<file path="src/rtl/morse_seq_pkg.sv">
`timescale 1ns/1ps
package morse_seq_pkg;
  localparam int unsigned SYM_PER_DIGIT = 5;
  localparam int unsigned DIGIT_W       = 4;

  typedef enum logic [1:0] {
    PH_IDLE = 2'd0,
    PH_LIT  = 2'd1,
    PH_DARK = 2'd2,
    PH_END  = 2'd3
  } play_state_t;

  // A digit is playable when it lies in 0..9.
  function automatic logic digit_legal(input logic [DIGIT_W-1:0] d);
    return d <= DIGIT_W'(9);
  endfunction

  // True when symbol position pos (0 = first played) of digit d is a dash.
  function automatic logic sym_is_dash(input logic [DIGIT_W-1:0] d,
                                       input int unsigned pos);
    int unsigned dv;
    dv = int'(d);
    if (dv == 0)      return 1'b1;
    else if (dv <= 5) return pos >= dv;
    else              return pos < (dv - 5);
  endfunction
endpackage

</file>
<file path="src/rtl/morse_table.sv">
`timescale 1ns/1ps
module morse_table
  import morse_seq_pkg::*;
#(
  parameter int unsigned SYMS = SYM_PER_DIGIT
) (
  input  logic [DIGIT_W-1:0] digit_i,
  output logic [SYMS-1:0]    code_o,
  output logic               ok_o
);
  // One bit per symbol: 1 = dash, 0 = dot; bit 0 is played first.
  for (genvar g = 0; g < SYMS; g++) begin : g_sym
    assign code_o[g] = sym_is_dash(digit_i, g);
  end

  assign ok_o = digit_legal(digit_i);
endmodule

</file>
<file path="src/rtl/morse_phase_timer.sv">
`timescale 1ns/1ps
module morse_phase_timer #(
  parameter int unsigned LIT_TICKS  = 50_000_000,
  parameter int unsigned DARK_TICKS = 50_000_000
) (
  input  logic clk,
  input  logic rst_n,
  input  logic restart_i,
  input  logic run_i,
  input  logic dark_i,
  output logic end_o
);
  localparam int unsigned MAXT = (LIT_TICKS > DARK_TICKS) ? LIT_TICKS : DARK_TICKS;
  localparam int unsigned CW   = $clog2(MAXT + 1);
  localparam logic [CW-1:0] LIT_LAST  = CW'(LIT_TICKS - 1);
  localparam logic [CW-1:0] DARK_LAST = CW'(DARK_TICKS - 1);

  logic [CW-1:0] cnt_q;
  logic [CW-1:0] lim;

  assign lim   = dark_i ? DARK_LAST : LIT_LAST;
  assign end_o = run_i && (cnt_q == lim);

  always_ff @(posedge clk or negedge rst_n) begin
    if (!rst_n)         cnt_q <= '0;
    else if (restart_i) cnt_q <= '0;
    else if (run_i)     cnt_q <= cnt_q + 1'b1;
  end

  // a running phase never counts past its own limit
  phase_len_chk: assert property (@(posedge clk) disable iff (!rst_n)
    run_i |-> (cnt_q <= lim));
endmodule

</file>
<file path="src/rtl/morse_led_drv.sv">
`timescale 1ns/1ps
module morse_led_drv #(
  parameter int unsigned LED_W = 8
) (
  input  logic             clk,
  input  logic             rst_n,
  input  logic             load_i,
  input  logic             dash_i,
  input  logic             blank_i,
  output logic [LED_W-1:0] led_o
);
  localparam logic [LED_W-1:0] BAR_FULL = '1;
  localparam logic [LED_W-1:0] BAR_HALF = BAR_FULL << (LED_W / 2);

  logic [LED_W-1:0] led_q;

  always_ff @(posedge clk or negedge rst_n) begin
    if (!rst_n)       led_q <= '0;
    else if (load_i)  led_q <= dash_i ? BAR_FULL : BAR_HALF;
    else if (blank_i) led_q <= '0;
  end

  assign led_o = led_q;


  led_legal_chk: assert property (@(posedge clk) disable iff (!rst_n)
    (led_q == '0) || (led_q == BAR_HALF) || (led_q == BAR_FULL));


  dark_after_lit_chk: assert property (@(posedge clk) disable iff (!rst_n)
    blank_i |=> (led_q == '0));
endmodule

</file>
<file path="src/rtl/morse_play_fsm.sv">
`timescale 1ns/1ps
module morse_play_fsm
  import morse_seq_pkg::*;
#(
  parameter int unsigned SYMS = SYM_PER_DIGIT
) (
  input  logic            clk,
  input  logic            rst_n,
  input  logic            start_i,
  input  logic            ok_i,
  input  logic [SYMS-1:0] code_i,
  input  logic            phase_end_i,
  output logic            busy_o,
  output logic            done_o,
  output logic            load_o,
  output logic            dash_o,
  output logic            blank_o,
  output logic            run_o,
  output logic            dark_o,
  output logic            restart_o
);
  localparam int unsigned IW = $clog2(SYMS);

  play_state_t     state_q;
  logic [IW-1:0]   idx_q;
  logic [SYMS-1:0] code_q;

  // named internal events
  logic            accept;
  logic            last_sym;
  logic [IW-1:0]   nxt_idx;
  logic [SYMS-1:0] code_sh;
  logic            step_sym;

  assign accept   = (state_q == PH_IDLE) && start_i && ok_i;
  assign last_sym = (idx_q == IW'(SYMS - 1));
  assign nxt_idx  = idx_q + 1'b1;
  assign code_sh  = code_q >> nxt_idx;
  assign step_sym = (state_q == PH_DARK) && phase_end_i && !last_sym;

  assign load_o    = accept || step_sym;
  assign dash_o    = accept ? code_i[0] : code_sh[0];
  assign blank_o   = (state_q == PH_LIT) && phase_end_i;
  assign run_o     = (state_q == PH_LIT) || (state_q == PH_DARK);
  assign dark_o    = (state_q == PH_DARK);
  assign restart_o = accept || phase_end_i;
  assign busy_o    = (state_q != PH_IDLE);
  assign done_o    = (state_q == PH_END);

  always_ff @(posedge clk or negedge rst_n) begin
    if (!rst_n) begin
      state_q <= PH_IDLE;
      idx_q   <= '0;
      code_q  <= '0;
    end else begin
      unique case (state_q)
        PH_IDLE: if (accept) begin
          state_q <= PH_LIT;
          idx_q   <= '0;
          code_q  <= code_i;
        end
        PH_LIT: if (phase_end_i) state_q <= PH_DARK;
        PH_DARK: if (phase_end_i) begin
          if (last_sym) state_q <= PH_END;
          else begin
            state_q <= PH_LIT;
            idx_q   <= nxt_idx;
          end
        end
        PH_END:  state_q <= PH_IDLE;
        default: state_q <= PH_IDLE;
      endcase
    end
  end


  done_then_idle_chk: assert property (@(posedge clk) disable iff (!rst_n)
    done_o |=> (!busy_o && !done_o));


  reject_digit_chk: assert property (@(posedge clk) disable iff (!rst_n)
    (!busy_o && start_i && !ok_i) |=> !busy_o);


  busy_start_chk: assert property (@(posedge clk) disable iff (!rst_n)
    (busy_o && start_i) |=> $stable(code_q));


  symbol_idx_chk: assert property (@(posedge clk) disable iff (!rst_n)
    busy_o |-> (idx_q <= IW'(SYMS - 1)));
endmodule

</file>
<file path="src/rtl/morse_digit_player.sv">
`timescale 1ns/1ps
module morse_digit_player
  import morse_seq_pkg::*;
#(
  parameter int unsigned LED_W      = 8,
  parameter int unsigned LIT_TICKS  = 50_000_000,
  parameter int unsigned DARK_TICKS = 50_000_000
) (
  input  logic               clk,
  input  logic               rst_n,
  input  logic               start_i,
  input  logic [DIGIT_W-1:0] digit_i,
  output logic [LED_W-1:0]   led_o,
  output logic               busy_o,
  output logic               done_o
);
  localparam int unsigned SYMS = SYM_PER_DIGIT;

  logic [SYMS-1:0] code;
  logic            ok;
  logic            phase_end;
  logic            load;
  logic            dash;
  logic            blank;
  logic            run;
  logic            dark;
  logic            restart;

  morse_table #(.SYMS(SYMS)) u_table (
    .digit_i (digit_i),
    .code_o  (code),
    .ok_o    (ok)
  );

  morse_play_fsm #(.SYMS(SYMS)) u_fsm (
    .clk         (clk),
    .rst_n       (rst_n),
    .start_i     (start_i),
    .ok_i        (ok),
    .code_i      (code),
    .phase_end_i (phase_end),
    .busy_o      (busy_o),
    .done_o      (done_o),
    .load_o      (load),
    .dash_o      (dash),
    .blank_o     (blank),
    .run_o       (run),
    .dark_o      (dark),
    .restart_o   (restart)
  );

  morse_phase_timer #(.LIT_TICKS(LIT_TICKS), .DARK_TICKS(DARK_TICKS)) u_timer (
    .clk       (clk),
    .rst_n     (rst_n),
    .restart_i (restart),
    .run_i     (run),
    .dark_i    (dark),
    .end_o     (phase_end)
  );

  morse_led_drv #(.LED_W(LED_W)) u_led (
    .clk     (clk),
    .rst_n   (rst_n),
    .load_i  (load),
    .dash_i  (dash),
    .blank_i (blank),
    .led_o   (led_o)
  );
endmodule

</file>
<file path="config.mk">
export PLATFORM = sky130hd
export DESIGN_NAME = morse_digit_player
export DESIGN_NICKNAME = d
export VERILOG_FILES = /design/src/rtl/morse_seq_pkg.sv /design/src/rtl/morse_table.sv /design/src/rtl/morse_phase_timer.sv /design/src/rtl/morse_led_drv.sv /design/src/rtl/morse_play_fsm.sv /design/src/rtl/morse_digit_player.sv
export SDC_FILE = /design/constraint.sdc
export NUM_CORES = 1
export LEC_CHECK = 0
export ABC_AREA = 1
export BUFFER_PORTS_ARGS = -buffer_cell sky130_fd_sc_hd__buf_2
export CELL_PAD_IN_SITES_DETAIL_PLACEMENT = 1
export CELL_PAD_IN_SITES_GLOBAL_PLACEMENT = 1
export CORE_UTILIZATION = 40
export DETAILED_ROUTE_END_ITERATION = 16
export GPL_TIMING_DRIVEN = 0
export PLACE_DENSITY_LB_ADDON = 0.1
export SLEW_MARGIN = 0
export SYNTH_ARGS = -nofsm -noshare
export SYNTH_HDL_FRONTEND = slang
export SYNTH_SLANG_ARGS = --single-unit
</file>
<file path="constraint.sdc">
create_clock -name clk -period 4.2 [get_ports clk]
set_clock_uncertainty 0.2 [all_clocks]
set_input_delay 0.63 -clock clk [delete_from_list [all_inputs] [get_ports clk]]
set_output_delay 0.63 -clock clk [all_outputs]
set_load 0.02 [all_outputs]
</file>
Yosys cells after proc, flatten, opt, wreduce, memory -nomap -nowiden --
Index checks and enable logic that the tools add are counted.
Word-level totals: bits in registers 44, input bits 7, word-level logic and storage cells 74
Cells by class: add/sub/neg operators 3, $lt $le $gt $ge 12, eq/ne operators 9, shifts and indexed selects 1, mux-type cells 25, reduce and logical (&&, ||, !) cells 19
Operators by type and width (count):
- 1-bit by 32-bit < comparator with 1-bit output (first input constant) | 2
- 2-bit by 32-bit < comparator with 1-bit output (first input constant) | 2
- 26-bit two-way mux | 2
- 3-bit by 32-bit < comparator with 1-bit output (first input constant) | 1
- 26-bit by 1-bit adder with 26-bit output (second input constant) | 1
- 26-bit equality test (second input constant) | 1
- 8-bit two-way mux | 2
- 1-bit two-way mux | 11
- 3-bit two-way mux | 3
- 1-bit by 4-bit >= comparator with 1-bit output (first input constant) | 2
- 2-bit by 4-bit >= comparator with 1-bit output (first input constant) | 2
- 2-bit two-way mux | 4
- 2-bit case mux with 4 select lines | 1
- 2-bit nonzero test | 4
- 1-bit logical AND | 6
- 2-bit by 1-bit != test with 1-bit output (second input constant) | 3
- 3-bit case mux with 2 select lines | 1
- 5-bit by 3-bit right shift with 1-bit output | 1
- 4-bit by 3-bit subtractor with 5-bit output (second input constant) | 1
- 2-bit equality test (second input constant) | 2
- 3-bit by 4-bit >= comparator with 1-bit output (first input constant) | 1
- 4-bit by 3-bit less-or-equal comparator with 1-bit output (second input constant) | 1
- 4-bit less-or-equal comparator (second input constant) | 1
- 4-bit zero test | 1
- 11 further kinds | 13

Longest topological paths before layout --
Gate-level depths: netlist of the first run.
depth in word-level cells 7, mapped depth 12, mapped depth without buffers 11

Cells and area by module --
Synthesis of the first run repeated with hierarchy kept, for this count alone.
Second synthesis, totals: cells, all modules 386, area, all modules 2692.6 um^2
By module, submodules not included:
- morse_phase_timer | instances 1, cells an instance 234, area each 1622.8 um^2
- morse_play_fsm | instances 1, cells an instance 93, area each 685.7 um^2
- morse_table | instances 1, cells an instance 44, area each 260.2 um^2
- morse_led_drv | instances 1, cells an instance 15, area each 123.9 um^2

Worst setup path before layout of the first run --
No wires, ideal clock.
path type register to register, from reg u_fsm.state_q[0], to reg u_timer.cnt_q[10], library setup time 121 ps, arrival time 1627 ps, slack 2252 ps, stages on the path, launching flop included 12, clock period less this slack 1948 ps, cell sequence dfrtp_1 > inv_1 > ha_1 > buf_6 > nand2_1 > nor2_1 > nand2_1 > nor2_4 > nand2_4 > nand2_8 > buf_12 > nor2_2
Between the ends: cells in the longest elaborated chain, start to end 5, elaborated cells on any way between the ends 10, those cells by class eq/ne: 2; mux: 1; reduce/logical: 7
RTL lines:
- start: declaration | RTL line morse_play_fsm.sv:24 | play_state_t state_q;
- start signal: assignment | RTL line morse_play_fsm.sv:52 | state_q <= PH_IDLE;
- start signal: assignment | RTL line morse_play_fsm.sv:58 | state_q <= PH_LIT;
- start signal: assignment | RTL line morse_play_fsm.sv:62 | PH_LIT: if (phase_end_i) state_q <= PH_DARK;
- 2-bit by 1-bit equality test with 1-bit output (tied with other cells) | RTL line morse_play_fsm.sv:44 | assign run_o = (state_q == PH_LIT) || (state_q == PH_DARK);
- 1-bit logical OR or 1-bit logical AND (tied branches) | RTL line morse_play_fsm.sv:44, morse_play_fsm.sv:35
- 1-bit logical AND (on tied branches) | RTL line morse_phase_timer.sv:22, morse_play_fsm.sv:35
- 1-bit logical OR | RTL line morse_play_fsm.sv:46 | assign restart_o = accept || phase_end_i;
- 26-bit two-way mux or 2-bit nonzero test (tied branches)
- end signal: assignment | RTL line morse_phase_timer.sv:27 | else if (run_i) cnt_q <= cnt_q + 1'b1;
- end: declaration | RTL line morse_phase_timer.sv:18 | logic [CW-1:0] cnt_q;
Several ways; a longest one is shown, not always the timed one. A chain may end at the register's enable or synchronous reset.

Worst setup path after layout of the first run --
from reg u_fsm.state_q[0], to reg u_timer.cnt_q[9]
The elaborated chain is that of the path after synthesis.

==> summary.txt, run 1 <==
Layout
  • Seq. cell area: 951 um^2
  • Fillers: 855
  • Area grow syn2layout: 9.83%
  • Fin nets: 417
  • Layout cells sized above 1: 18.6%
  • Number of diodes: 0
  • Area of the multi-input gates: 1580 um^2

Critical path
  • Critical path launch point type: register
  • FF-to-FF path depth: 11
  • Worst path arrival time: 2280 ps
  • Crit path buffers/inverters: 3
  • CP delay by family, top: buffers and inverters
  • Critical-path top delay cell: dfrtp_1
  • Critical path type: register to register
  • Worst setup EP type: register
  • Crit-path cells: inv_1 > ha_1 > buf_6 > nand2_1 > nor2_1 > nand2_1 > nor2_4 > a21oi_2 > buf_4 > nand2_1 > a21oi_1
  • Slowest stage delay, CP: 430 ps
  • Critical Path RT: 4210 ps
  • Cell mode on critical path: nand2_1
  • Critical path depth in cells: 11
  • Worst-path maximum fanout: 10

Yosys
  • Synth area leaders: dfrtp_1, nand2_1, nor2_1, ha_1, nand3_1
  • Post-Synth XOR/XNOR Area: 3.49%
  • Number of distinct library cells after synthesis: 37
  • Syn Inst Count: 374
  • Synth Net Count: 394
  • Multiplexer area fraction after synthesis: 0%
  • Main combinational cell family by area after synthesis: simple AND/OR/NAND/NOR gates
  • Area share of the largest cell type after synthesis: 34.4%
  • Syn. warnings: 0
  • #FFs+latches synth: 38
  • Post-synth ARST share: 100%
  • Top cells by count, synth: nand2_1, nor2_1, dfrtp_1
  • Synth Area in Adders: 5.89%
  • Mapped cell area: 2760 um^2
  • Primary FF master, synth: dfrtp_1
  • EDFF count, synth: 0
  • Simple-gate share of the synthesized area: 42.2%
  • Seq/Total Area, Yosys: 34.4%
  • Yosys top cell by area: dfrtp_1
  • Syn Area/Cell: 7.38 um^2
  • Compound-Gate Fraction of Synth Area: 5.57%
  • Top-count cell post-synth: nand2_1

Status
  • Status: finished, final reports clean

STA
  • Final hold violations: 0
  • Setup TNS Final: 0 ps
  • Max Clk Rate: 442 MHz
  • Final Critical Period: 2260 ps
  • Fin crit share: 53.9%
  • RSZ-0062 raised after global routing: no
  • Slew HR: 42.4%
  • Slew @ Worst Pin: 864 ps
  • Final slew viol count: 0
  • Final setup fails: 0

GRT
  • First-pass GRT wire length: 11900 um
  • Total routing usage reported by global routing: 20.5%
  • Initial antenna violation count: 0
  • Gr ovfl total: 0
  • Number of global-route vias before repair: 2500
  • Largest net degree at the start of global routing: 39

Die
  • Core Area: 6490 um^2
  • Initial core utilization: 42.5%
  • IO Count: 17
  • Row count: 29
  • Die Y: 85.1 um
  • Die area: 7240 um^2
  • Die X: 85.1 um

Place
  • Port Buf Inserts: 16
  • RePlAce Congestion: 0.793
  • Dpl hpwl: 5220 um

Drt
  • WL final: 6690 um
  • DRT Pass-1 Iters: 4
  • Met3 WL post-DR: 167 um
  • Top sig layer: met4
  • Routed Antenna Nets: 0
  • Vias per cell: 5.10
  • Wire per inst: 14.1 um
  • Post-Route M1 WL: 3090 um
  • Met2 WL: 3340 um
  • Iter 0 DRT Violations: 49
  • Vias: 2424
  • # DRC: 0

Power
  • Sequential share of power: 35.1%
  • Design Power: 1370 uW
  • Total power per unit cell area: 452 nW/um^2
  • Psw: 593 uW
  • Pint: 777 uW
  • Combinational share of power: 45.3%
  • Leakage: 0.00142 uW
  • Clk pwr share: 19.7%
  • Switching Share: 43.3%
  • VDD IR max: 0.259 mV

CTS
  • H-Tree Level Count: 2
  • Root buf cell: clkbuf_8
  • Clock Latency Late Sink: 290 ps
  • Post-CTS Setup Bufs: 0
  • Hold-fix buffers, CTS: 0
  • Max Buffers Root-to-Sink: 2
  • Clk sinks: 38
  • Clock transition at the registers of the reported paths: 80 ps
  • CTS tree: built
  • CTS Buf Count: 5
  • # resized after CTS: 0

Hold path
  • Worst hold path type: input port to async pin

Job
  • Max-Cap Viols: 0
==> worst register-to-register path, delay by kind of cell (launching register included) <==
kind / cells / cell delay (ps)
AOI/OAI and AO/OA: 2 / 360
buffers and inverters: 3 / 500
DFF: 1 / 430
adders and majority gates: 1 / 320
and+or+nand+nor: 5 / 370
==> flip-flops by register name, summed over array words and instances, names as in the netlist <==
register       flops
u_fsm.code_q       5
u_fsm.idx_q        3
u_fsm.state_q      2
u_led.led_o        2
u_timer.cnt_q     26
==> power groups by stage <==
stage / clock network (uW) / registers, uW / logic (uW)
after floorplan: 0 / 479 / 464
after global placement: 0 / 487 / 615
after detailed placement: 0 / 489 / 627
after CTS: 280 / 482 / 628
after global routing: 294 / 488 / 697
final: 270 / 480 / 620
==> through the flow <==
step	cells	area (um^2)	hold WS (ps)	setup WS (ps)	utilization, %
after floorplan	374	2760	134	2250	-
after global placement	467	2940	278	1800	45.2
after detailed placement	467	2940	293	1780	45.2
after CTS	475	3030	282	1920	46.7
after global routing	475	3030	339	1780	46.7
final	475	3030	242	1940	46.7
==> placed cells by master (no fill, tap or decap), types with 2 or more instances in the layout <==
| master | count |
|---|---|
| nand4_1 | 13 |
| buf_2 | 17 |
| nor2_4 | 5 |
| nand3_2 | 3 |
| nand3_1 | 24 |
| xnor2_1 | 5 |
| nor3b_1 | 2 |
| nor2_2 | 12 |
| xor2_1 | 6 |
| clkbuf_8 | 6 |
| nand2_2 | 5 |
| nand2_1 | 104 |
| nor2_1 | 52 |
| nand2_4 | 2 |
| nor3_1 | 5 |
| dfrtp_1 | 38 |
| ha_1 | 13 |
| nand2_8 | 2 |
| a21oi_1 | 12 |
| nand3b_1 | 3 |
| a31oi_1 | 2 |
| o21ai_0 | 9 |
| inv_2 | 4 |
| buf_4 | 8 |
| inv_1 | 31 |
==> layer usage <==
| metal | up-vias | track usage, % |
|---|---|---|
| met5 | - | 0 |
| met4 | 0 | 4.93 |
| met3 | 8 | 3.02 |
| met2 | 28 | 36.7 |
| met1 | 1151 | 26.0 |
| li1 | 1237 | - |
==> logic make-up after synthesis <==
logic type | Yosys count
AOI/OAI and AO/OA | 28
adders and majority gates | 13
buffers and inverters | 47
and+or+nand+nor | 237
DFF | 38
xor gates and xnor gates | 11
==> worst paths after layout <==
| kind | start | slack (ps) | endpoint |
|---|---|---|---|
| max | u_fsm.state_q[0]$_DFFE_PN0P_ | 1940 | u_timer.cnt_q[9]$_DFFE_PN0P_ |
| min | rst_n | 240 | u_timer.cnt_q[1]$_DFFE_PN0P_ |
| max reg2reg | u_fsm.state_q[0]$_DFFE_PN0P_ | 1940 | u_timer.cnt_q[9]$_DFFE_PN0P_ |
| min reg2reg | u_fsm.code_q[0]$_DFFE_PN0P_ | 310 | u_fsm.code_q[0]$_DFFE_PN0P_ |
| max in group asynchronous | rst_n | 3020 | u_timer.cnt_q[12]$_DFFE_PN0P_ |
| min in group clk | u_fsm.code_q[0]$_DFFE_PN0P_ | 310 | u_fsm.code_q[0]$_DFFE_PN0P_ |
==> final cells by class <==
| cell class | instances | share of cell area, % |
|---|---|---|
| clock buffers | 6 | 2.72 |
| inverters | 35 | 4.33 |
| multi-input cells | 289 | 52.1 |
| flip-flops and latches | 38 | 31.4 |
| plain buffers | 12 | 3.30 |
| clock inverters | 2 | 0.413 |
| repair buffers | 16 | 2.64 |
| well taps | 77 | 3.18 |
No activity file was read; power rests on OpenSTA's default activity.
==> run 2: changes to the inputs <==
clock period = 1.8 ns   (was 4.2 ns; I/O delays follow)
==> run 2 against run 1 <==
  * Maximum frequency rose by 16%
  * Core utilization rose by 5.5 points
  * Critical path depth fell by 1
  * Via count rose by 6.6%
  * Sequential share of layout area fell by 3.3 points
  * Die area did not move
  * Total power rose to 2.7 times the previous value
  * The run now ends with setup timing left
  * Highest routed layer unchanged
  * Final cell count rose by 5.5%
  * Clock power rose by 130%
==> summary.txt, run 2 (synthesis gave the netlist of run 1 again) <==
Status
  • Status: finished with violations
  • Failing checks: setup timing

Drt
  • Top sig layer: met4
  • # DRC: 0 (unchanged)
  • Routed Antenna Nets: 0 (unchanged)
  • Vias per cell: 5.16 (+1.0%)
  • Vias: 2583 (+6.6%)
  • DRT Pass-1 Iters: 4 (unchanged)
  • Iter 0 DRT Violations: 88 (+80%)
  • Post-Route M1 WL: 3450 um (+12%)
  • WL final: 7810 um (+17%)
  • Wire per inst: 15.6 um (+11%)
  • Met3 WL post-DR: 148 um (-11%)
  • Met2 WL: 4090 um (+22%)

Layout
  • Top reg by flops: u_timer.cnt_q
  • Biggest regs: u_timer.cnt_q: 26 flops, u_fsm.code_q: 5 flops, u_fsm.idx_q: 3 flops
  • Area of the multi-input gates: 1710 um^2 (+8.2%)
  • Max reg flops: 26 (unchanged)
  • Seq. cell area: 951 um^2 (unchanged)
  • Cell Count, Final, Fillers Out: 501 (+5.5%)
  • Commonest cells after routing, fill and taps aside: nand2_1, nor2_1, dfrtp_1
  • Commonest non-fill, non-tap cell in the layout: nand2_1
  • Fillers: 829 (-3.0%)
  • Layout cells sized above 1: 29.5% (+11 points)
  • Fin nets: 443 (+6.2%)
  • Final design utilization: 52.2% (+5.5 points)
  • Area grow syn2layout: 22.7%
  • Number of diodes: 0 (unchanged)

Power
  • Design Power: 3720 uW (+170%)
  • Leakage: 0.00157 uW (+11%)
  • VDD IR max: 0.591 mV (+130%)
  • Total power per unit cell area: 1100 nW/um^2 (+140%)

Place
  • Port Buf Inserts: 16 (unchanged)
  • Post-Place Setup Slack: -352 ps (-2130 ps)
  • Dpl hpwl: 5300 um (+1.4%)
  • Placed insts: 467 (unchanged)
  • RePlAce Congestion: 0.817 (+3.0%)

CTS
  • Clk sinks: 38 (unchanged)
  • Root buf cell: clkbuf_8
  • Max Buffers Root-to-Sink: 2 (unchanged)
  • Clock Latency Late Sink: 300 ps (about the same)
  • CTS Buf Count: 5 (unchanged)
  • Clock transition at the registers of the reported paths: 70 ps (about the same)
  • H-Tree Level Count: 2 (unchanged)
  • CTS tree: built

Die
  • Die area: 7240 um^2 (unchanged)
  • Row count: 29 (unchanged)
  • Initial core utilization: 42.5% (unchanged)
  • Die X: 85.1 um (unchanged)
  • Die Y: 85.1 um (unchanged)
  • Core Area: 6490 um^2 (unchanged)
  • IO Count: 17 (unchanged)

Critical path
  • FF-to-FF path depth: 10 (-1)
  • Critical path launch point type: register
  • Reg-to-Reg Start: u_fsm.state_q[0]$_DFFE_PN0P_
  • Worst-path maximum fanout: 6 (-4)
  • Crit-path cells: inv_2 > ha_4 > nand2_2 > nor2_2 > nand2_2 > nor2_4 > nand2_4 > nand2_8 > clkbuf_16 > nor2_2
  • Critical-path top delay cell: dfrtp_1
  • Slowest stage delay, CP: 380 ps (-50 ps)
  • Critical path type: register to register
  • Worst path arrival time: 1940 ps (-340 ps)
  • Worst setup EP type: register
  • Critical Path RT: 1790 ps (-2420 ps)
  • Critical R2R Capture: u_timer.cnt_q[11]$_DFFE_PN0P_
  • FF-to-FF setup slack: -150 ps (-2090 ps)

GRT
  • Total routing usage reported by global routing: 22.2% (+1.7 points)
  • Number of global-route vias before repair: 2684 (+7.4%)
  • Gr ovfl total: 0 (unchanged)
  • First-pass GRT wire length: 12600 um (+6.3%)
  • Initial antenna violation count: 0 (unchanged)
  • Largest net degree at the start of global routing: 39 (unchanged)

STA
  • RSZ-0062 raised after global routing: yes
  • Final hold violations: 0 (unchanged)
  • Slew @ Worst Pin: 919 ps (+55.4 ps)
  • Fin crit share: 108% (+54 points)
  • Final worst setup slack: -148 ps (-2090 ps)
  • Max Clk Rate: 513 MHz (+16%)
  • Final slew viol count: 0 (unchanged)
  • Final setup fails: 31 (+31)
  • Slew HR: 38.7% (-3.7 points)
  • Final Critical Period: 1950 ps (-314 ps)
  • Worst hold slack: 163 ps (-78.5 ps)

Hold path
  • Worst hold path type: input port to register
  • WHS Endpoint: u_fsm.code_q[3]$_DFFE_PN0P_
  • Hold Path Origin: digit_i[2]
  • Hold path depth: 4

Job
  • Max-Cap Viols: 0 (unchanged)
-- run 2: cell types whose count changed in the layout (fill, tap and decap cells not counted), moves of 3 or more --
| cell | before | now |
|---|---|---|
| buf_4 | 8 | 28 |
| buf_6 | 1 | 5 |
| ha_1 | 13 | 10 |
| nand2_1 | 104 | 95 |
| nand2_2 | 5 | 13 |
| nand3_1 | 24 | 21 |
| nand3_4 | 0 | 3 |
| nor2_1 | 52 | 46 |
| nor2_2 | 12 | 17 |
-- run 2: metal layers --
layer | GRT usage (%) | vias up
met5 | 0 | -
met4 | 6.32 | 0
met3 | 3.21 | 10
met2 | 40.8 | 30
met1 | 26.9 | 1252
li1 | - | 1291
-- run 2: repair_timing --
| item | in CTS | in global routing |
|---|---|---|
| gates cloned | 1 | 1 |
| endpoints found under the hold margin | 38 | 0 |
| resized for setup | 15 | 22 |
| buffers inserted | 13 | 11 |
| hold buffers | 1 | 0 |
| pin swaps | 9 | 15 |
| endpoints found under the setup margin | 33 | 34 |
-- run 2: area by class of cell --
| type | count | share of cell area [%] |
|---|---|---|
| Clock inverter | 1 | 0.148 |
| Inverter | 35 | 3.88 |
| Buffer | 11 | 2.77 |
| Multi-Input combinational cell | 289 | 50.4 |
| Timing Repair Buffer | 43 | 9.38 |
| Tap cell | 77 | 2.84 |
| Sequential cell | 38 | 28.1 |
| Clock buffer | 7 | 2.55 |
-- run 2: critical path: cells and delay by family (launching register included) --
kind	cells	cell delay (ps)
buffers and inverters	2	240
flip-flops	1	380
adder cells (fa/ha/maj)	1	300
AND/OR/NAND/NOR	7	730
-- run 2: power breakdown --
part | total, uW | internal [uW] | switching, uW
logic | 1970 | 824 | 1140
registers | 1120 | 991 | 127
clock network | 634 | 310 | 324
-- run 2: worst max-delay path by stage --
stage	end	start
after global routing	u_timer.cnt_q[24]$_DFFE_PN0P_	u_fsm.state_q[1]$_DFFE_PN0P_
after floorplan	u_timer.cnt_q[10]$_DFFE_PN0P_	u_fsm.state_q[0]$_DFFE_PN0P_
after CTS	u_timer.cnt_q[12]$_DFFE_PN0P_	u_fsm.state_q[0]$_DFFE_PN0P_
after global placement	u_timer.cnt_q[10]$_DFFE_PN0P_	u_fsm.state_q[0]$_DFFE_PN0P_
after detailed placement	u_timer.cnt_q[4]$_DFFE_PN0P_	u_fsm.state_q[0]$_DFFE_PN0P_
final	u_timer.cnt_q[11]$_DFFE_PN0P_	u_fsm.state_q[0]$_DFFE_PN0P_
-- run 2: stage by stage --
stage / cell area [um^2] / setup TNS [ps]
floorplan: 2780 / -2380
global placement: 2950 / -9540
detailed placement: 2950 / -9670
CTS: 3210 / -2380
global route: 3390 / -5610
finish: 3390 / -3290
